File: src/rtl/fir4_pkg.sv
package fir4_pkg;

  localparam int MODE_W  = 3;
  localparam int SHIFT_W = 2;

  localparam logic [MODE_W-1:0] M_PASS = 3'd0;
  localparam logic [MODE_W-1:0] M_AVG  = 3'd1;
  localparam logic [MODE_W-1:0] M_LPF  = 3'd2;
  localparam logic [MODE_W-1:0] M_HPF  = 3'd3;
  localparam logic [MODE_W-1:0] M_USER = 3'd4;

  // Built-in weight of one tap for a mode; unknown codes fall back to pass-through.
  function automatic int preset_weight(input logic [MODE_W-1:0] mode, input int tap);
    int w;
    w = 0;
    case (mode)
      M_AVG: w = (tap < 4) ? 1 : 0;
      M_LPF: begin
        case (tap)
          0, 3:    w = 1;
          1, 2:    w = 3;
          default: w = 0;
        endcase
      end
      M_HPF: begin
        if (tap == 0)      w = 1;
        else if (tap == 1) w = -1;
        else               w = 0;
      end
      default: w = (tap == 0) ? 1 : 0;
    endcase
    return w;
  endfunction

  // Right shift applied to the accumulated sum for a mode.
  function automatic logic [SHIFT_W-1:0] preset_shift(input logic [MODE_W-1:0] mode);
    logic [SHIFT_W-1:0] s;
    case (mode)
      M_AVG:   s = 2'd2;
      M_LPF:   s = 2'd3;
      default: s = 2'd0;
    endcase
    return s;
  endfunction

endpackage

File: src/rtl/fir4_cfg.sv
module fir4_cfg
  import fir4_pkg::*;
#(
  parameter int TAPS   = 4,
  parameter int COEF_W = 8,
  parameter int ADDR_W = 3
) (
  input  logic                           clk,
  input  logic                           rst_n,
  input  logic                           wr_en,
  input  logic [ADDR_W-1:0]              wr_addr,
  input  logic [COEF_W-1:0]              wr_data,
  output logic [MODE_W-1:0]              mode_q,
  output logic [TAPS-1:0][COEF_W-1:0]    user_act,
  output logic                           commit_evt
);

  localparam logic [ADDR_W-1:0] MODE_ADDR = ADDR_W'(TAPS);

  logic [TAPS-1:0][COEF_W-1:0] user_stage;
  logic [TAPS-1:0]             stage_hit;

  assign commit_evt = wr_en && (wr_addr == MODE_ADDR);

  for (genvar t = 0; t < TAPS; t++) begin : g_hit
    assign stage_hit[t] = wr_en && (wr_addr == ADDR_W'(t));
  end

  always_ff @(posedge clk) begin
    if (!rst_n) begin
      user_stage <= '0;
      user_act   <= '0;
      mode_q     <= M_PASS;
    end else begin
      for (int t = 0; t < TAPS; t++) begin
        if (stage_hit[t]) user_stage[t] <= wr_data;
      end
      if (commit_evt) begin
        mode_q   <= wr_data[MODE_W-1:0];
        user_act <= user_stage;
      end
    end
  end

endmodule

File: src/rtl/fir4_delay.sv
module fir4_delay #(
  parameter int TAPS   = 4,
  parameter int DATA_W = 8
) (
  input  logic                          clk,
  input  logic                          rst_n,
  input  logic                          in_vld,
  input  logic [DATA_W-1:0]             in_data,
  output logic [TAPS-1:0][DATA_W-1:0]   taps
);

  logic [TAPS-2:0][DATA_W-1:0] hist;

  always_ff @(posedge clk) begin
    if (!rst_n) begin
      hist <= '0;
    end else if (in_vld) begin
      hist[0] <= in_data;
      for (int i = 1; i < TAPS - 1; i++) hist[i] <= hist[i-1];
    end
  end

  // taps[0] is the sample arriving now, taps[k] the one accepted k strobes ago.
  assign taps = {hist, in_data};

endmodule

File: src/rtl/fir4_mac.sv
module fir4_mac
  import fir4_pkg::*;
#(
  parameter int TAPS   = 4,
  parameter int DATA_W = 8,
  parameter int COEF_W = 8,
  parameter int ACC_W  = 18
) (
  input  logic                          clk,
  input  logic                          rst_n,
  input  logic                          in_vld,
  input  logic [TAPS-1:0][DATA_W-1:0]   taps,
  input  logic [TAPS-1:0][COEF_W-1:0]   coefs,
  input  logic [SHIFT_W-1:0]            shift,
  output logic                          vld1,
  output logic                          out_vld,
  output logic signed [ACC_W-1:0]       out_data
);

  localparam int PROD_W = DATA_W + COEF_W;

  logic [TAPS-1:0][PROD_W-1:0] prod_q;
  logic [SHIFT_W-1:0]          shift_q;
  logic signed [ACC_W-1:0]     sum_comb;

  function automatic logic signed [PROD_W-1:0] tap_mul(
    input logic signed [DATA_W-1:0] x,
    input logic signed [COEF_W-1:0] c
  );
    return x * c;
  endfunction

  function automatic logic signed [ACC_W-1:0] tree_sum(
    input logic [TAPS-1:0][PROD_W-1:0] p
  );
    logic signed [ACC_W-1:0] acc;
    acc = '0;
    for (int i = 0; i < TAPS; i++) begin
      acc = acc + {{(ACC_W-PROD_W){p[i][PROD_W-1]}}, p[i]};
    end
    return acc;
  endfunction

  assign sum_comb = tree_sum(prod_q);

  always_ff @(posedge clk) begin
    if (!rst_n) begin
      prod_q  <= '0;
      shift_q <= '0;
      vld1    <= 1'b0;
    end else begin
      vld1 <= in_vld;
      if (in_vld) begin
        for (int i = 0; i < TAPS; i++) begin
          prod_q[i] <= tap_mul(taps[i], coefs[i]);
        end
        shift_q <= shift;
      end
    end
  end

  always_ff @(posedge clk) begin
    if (!rst_n) begin
      out_vld  <= 1'b0;
      out_data <= '0;
    end else begin
      out_vld <= vld1;
      if (vld1) out_data <= sum_comb >>> shift_q;
    end
  end

endmodule

File: src/rtl/fir4_stream.sv
module fir4_stream
  import fir4_pkg::*;
#(
  parameter int DATA_W = 8,
  parameter int COEF_W = 8,
  parameter int TAPS   = 4,
  parameter int ACC_W  = 18,
  parameter int ADDR_W = 3
) (
  input  logic                     clk,
  input  logic                     rst_n,
  input  logic                     in_vld,
  input  logic [DATA_W-1:0]        in_data,
  input  logic                     wr_en,
  input  logic [ADDR_W-1:0]        wr_addr,
  input  logic [COEF_W-1:0]        wr_data,
  output logic                     out_vld,
  output logic signed [ACC_W-1:0]  out_data
);

  logic [MODE_W-1:0]            mode_q;
  logic [TAPS-1:0][COEF_W-1:0]  user_act;
  logic                         commit_evt;
  logic [TAPS-1:0][DATA_W-1:0]  taps;
  logic [TAPS-1:0][COEF_W-1:0]  coef_sel;
  logic [SHIFT_W-1:0]           shift_sel;
  logic                         vld1;
  logic                         user_mode;

  fir4_cfg #(.TAPS(TAPS), .COEF_W(COEF_W), .ADDR_W(ADDR_W)) u_cfg (
    .clk        (clk),
    .rst_n      (rst_n),
    .wr_en      (wr_en),
    .wr_addr    (wr_addr),
    .wr_data    (wr_data),
    .mode_q     (mode_q),
    .user_act   (user_act),
    .commit_evt (commit_evt)
  );

  fir4_delay #(.TAPS(TAPS), .DATA_W(DATA_W)) u_delay (
    .clk     (clk),
    .rst_n   (rst_n),
    .in_vld  (in_vld),
    .in_data (in_data),
    .taps    (taps)
  );

  assign user_mode = (mode_q == M_USER);
  assign shift_sel = user_mode ? '0 : preset_shift(mode_q);

  for (genvar t = 0; t < TAPS; t++) begin : g_coef
    assign coef_sel[t] = user_mode ? user_act[t] : COEF_W'(preset_weight(mode_q, t));
  end

  fir4_mac #(.TAPS(TAPS), .DATA_W(DATA_W), .COEF_W(COEF_W), .ACC_W(ACC_W)) u_mac (
    .clk      (clk),
    .rst_n    (rst_n),
    .in_vld   (in_vld),
    .taps     (taps),
    .coefs    (coef_sel),
    .shift    (shift_sel),
    .vld1     (vld1),
    .out_vld  (out_vld),
    .out_data (out_data)
  );

endmodule

File: config.mk
export PLATFORM = sky130hd
export DESIGN_NAME = fir4_stream
export DESIGN_NICKNAME = d
export VERILOG_FILES = /design/src/rtl/fir4_pkg.sv /design/src/rtl/fir4_cfg.sv /design/src/rtl/fir4_delay.sv /design/src/rtl/fir4_mac.sv /design/src/rtl/fir4_stream.sv
export SDC_FILE = /design/constraint.sdc
export NUM_CORES = 1
export LEC_CHECK = 0
export BUFFER_PORTS_ARGS = -buffer_cell sky130_fd_sc_hd__clkbuf_2
export CAP_MARGIN = 30
export CORE_MARGIN = 8
export CORE_UTILIZATION = 45
export CTS_CLUSTER_SIZE = 16
export DETAILED_ROUTE_END_ITERATION = 8
export MAX_ROUTING_LAYER = met4
export SYNTH_ARGS = -nofsm -noshare
export SYNTH_HDL_FRONTEND = slang
export SYNTH_SLANG_ARGS = --single-unit
File: constraint.sdc
create_clock -name clk -period 5.3 [get_ports clk]
set_input_delay 0.795 -clock clk [delete_from_list [all_inputs] [get_ports clk]]
set_output_delay 0.795 -clock clk [all_outputs]
set_load 0.005 [all_outputs]
==> impl_metrics.tcl <==
set metrics [dict create \
    fillers 3964 \
    max_freq_ghz 0.199 \
    postRouteAntennaNets 0 \
    synth_flop_cell "dfxtp_1" \
    layout-drive-gt1-share 0.0650 \
    clk_pin_slew_worst_paths_ns 0.07 \
    drt_iter0_markers 921 \
    tightest_slew_ns 0.941 \
    hold_viol 0 \
    grt_pass1_wl_um 74600 \
    final_cells 2717 \
    cts_tree "yes" \
    yosys.area.top_type "fa_1" \
    gp_congestion 0.914 \
    synth_edf_count 0 \
    vias_per_cell 5.15 \
    peakVddDrop_v 0.000193 \
    numCtsBuffers 17 \
    pin_count 42 \
    synth_warnings 0 \
    clock_path_buffers 2 \
    fp.dieW_um 220 \
    fin_crit_sh 0.950 \
    power.total_mw 3.01 \
    path_max_fanout 4 \
    dp_cells 2683 \
    first_global_vias 14300 \
    grt_max_degree 64 \
    worstHoldPathType "register to register" \
    clk_latency_ns 0.46 \
    maxCapViolations 0 \
    final_cell_area_um2 20100 \
    nets 2582 \
    core_area_um2 40900 \
    dp_slack_ns 0.159 \
    die_y_um 220 \
    holdPathStages 2 \
    cts_sinks 177 \
    synthToLayoutAreaGrowth_pct 7.24 \
    start_util 0.458 \
    min_period_ns 5.04 \
    placed_cell_area_um2 19500 \
    drcViolationCount 0 \
    first_pass_iters 5 \
    drt_wl_total_um 44400 \
    synth_top_area_frac 0.255 \
    r2r_cells 21 \
    layout_common_cells "inv_1, fa_1, dfxtp_1" \
    antenna_found_initial 0 \
    syn_area_um2 18700 \
    syn_nets 2581 \
    yosys.cell_types.count 72 \
    seq_area_um2 3540 \
    multiInputGateArea_um2 13300 \
    report.final.slew_viol_count 0 \
    final_common_cell "inv_1" \
    ys_ff_latch 177 \
    end_kind "register" \
    synthCells 2171 \
    worstPathArrival_ns 5.43 \
    die_area_um2 48400 \
    finalSetupViolCount 0 \
    hold_buffers 0 \
    port-buffer-count 41 \
    rows 74 \
    wl_per_cell_um 16.3 \
    avgSynthCellArea_um2 8.63 \
    slew_headroom 0.370 \
    vias 14000 \
    synth_area_leaders "fa_1, dfxtp_1, ha_1, inv_1, mux2i_1" \
    grt_use_total 0.196 \
    clock-root-buffer "clkbuf_16" \
    finClkSkew_ns 0.0102 \
    criticalPathCategory "register to register" \
    hpwlAfterDp_um 35500 \
    h-tree-depth 4 \
    diodes 0 \
    cp-start-kind "register" \
    status "finished clean" \
    power.density_nw_per_um2 150 \
    ys_seq_area_frac 0.189 \
    fin_ws_ns 0.263 \
    p_leak_nw 9.76 \
    grt.overflow.total 0 \
    ys_async_sr_fraction 0 \
    cp.required_ns 5.69 \
]
==> cell usage after synthesis, drive strengths merged, types with 2 or more instances <==
master / instances
or3: 7
and3: 97
o21a: 13
a31o: 5
a21boi: 6
a2111oi: 2
dfxtp: 177
a2111o: 2
ha: 148
nor4b: 2
nor2: 151
or2: 12
and2: 48
nand3b: 4
clkbuf: 71
fa: 239
inv: 394
nand2: 172
o31a: 3
nor3b: 3
o21bai: 4
xor2: 22
o2111ai: 10
nand3: 83
a21o: 20
o21ai: 40
nor2b: 55
nand4: 5
mux2i: 83
o311ai: 6
nor3: 26
buf: 19
a221o: 2
o211ai: 3
a41oi: 3
a211oi: 14
a21oi: 124
mux2: 3
nand2b: 12
xnor2: 53
a31oi: 15
==> worst max-delay path: stages, from the launching register on <==
cell and delay (ns):
dfxtp_1 0.32, ha_1 0.21, inv_1 0.07, fa_1 0.20
nor2b_1 0.06, o21a_1 0.18, o21ai_1 0.17, a21oi_1 0.11
and2_1 0.19, o31a_1 0.35, a41oi_2 0.26, o311ai_2 0.20
fa_1 0.56, inv_1 0.04, ha_1 0.30, a21o_1 0.22
a21oi_2 0.18, nor2_1 0.07, a2111oi_1 0.37, o211ai_1 0.25
mux4_2 0.51, a21oi_2 0.13
==> timing repair <==
| item | 4_1_cts | 5_1_grt |
|---|---|---|
| endpoints found under the setup margin | 0 | 15 |
| setup buffers | 0 | 2 |
| gates resized for setup | 0 | 18 |
==> stage by stage <==
stage           util    TNS, ns  hold slack (ns)
2_1_floorplan      -          0            0.431
3_3_place_gp   0.475          0            0.440
3_5_place_dp   0.476          0            0.446
4_1_cts        0.489          0            0.450
5_1_grt        0.491  -0.000567            0.469
6_report       0.491          0            0.446
==> layer usage <==
metal,part of all wire,global-route usage
met1,0.50,0.271
met2,0.45,0.305
met3,0.035,0.0254
met4,0.017,0.0475
met5,0,-
==> logic make-up (layout without fill, tap and decap cells) <==
| family | after synthesis | in the layout | share of synthesized area |
|---|---|---|---|
| and+or+nand+nor | 680 | 680 | 0.179 |
| AOI/OAI and AO/OA | 279 | 279 | 0.0941 |
| adders and majority gates | 387 | 387 | 0.354 |
| xor gates and xnor gates | 75 | 75 | 0.0361 |
| DFF | 177 | 177 | 0.189 |
| buffers and inverters | 486 | 500 | 0.100 |
| muxes | 87 | 87 | 0.0474 |
==> power breakdown <==
part           leakage (nW)  switching [mW]  internal, mW
Clock                 0.279           0.591         0.657
Sequential             1.44          0.0388          1.36
Combinational          8.04           0.225         0.136
Total                  9.76           0.855          2.15
==> area by class of cell <==
type / instances / share of cell area
timing repair buffer: 73 / 0.0243
tap: 532 / 0.0331
clock buffer: 19 / 0.0216
sequential: 177 / 0.176
multi-input combinational: 1508 / 0.664
clock inverter: 13 / 0.00629
inverter: 395 / 0.0740
==> sequential cells by signal, indices dropped and copies added (netlist names) <==
signal,flops
u_mac.prod_q,64
u_mac.out_vld,1
u_cfg.user_stage,32
u_mac.vld1,1
u_mac.shift_q,2
u_mac.out_data,18
u_cfg.user_act,32
u_delay.taps,24
u_cfg.mode_q,3
==> worst paths after layout <==
kind	startpoint	to	slack, ns
max reg2reg	u_mac.prod_q[0]	u_mac.out_data[14]	0.26
min reg2reg	u_cfg.user_stage[27]	u_cfg.user_act[27]	0.45
max	u_mac.prod_q[0]	u_mac.out_data[14]	0.26
min	u_cfg.user_stage[27]	u_cfg.user_act[27]	0.45
No activity file was read; power rests on OpenSTA's default activity.
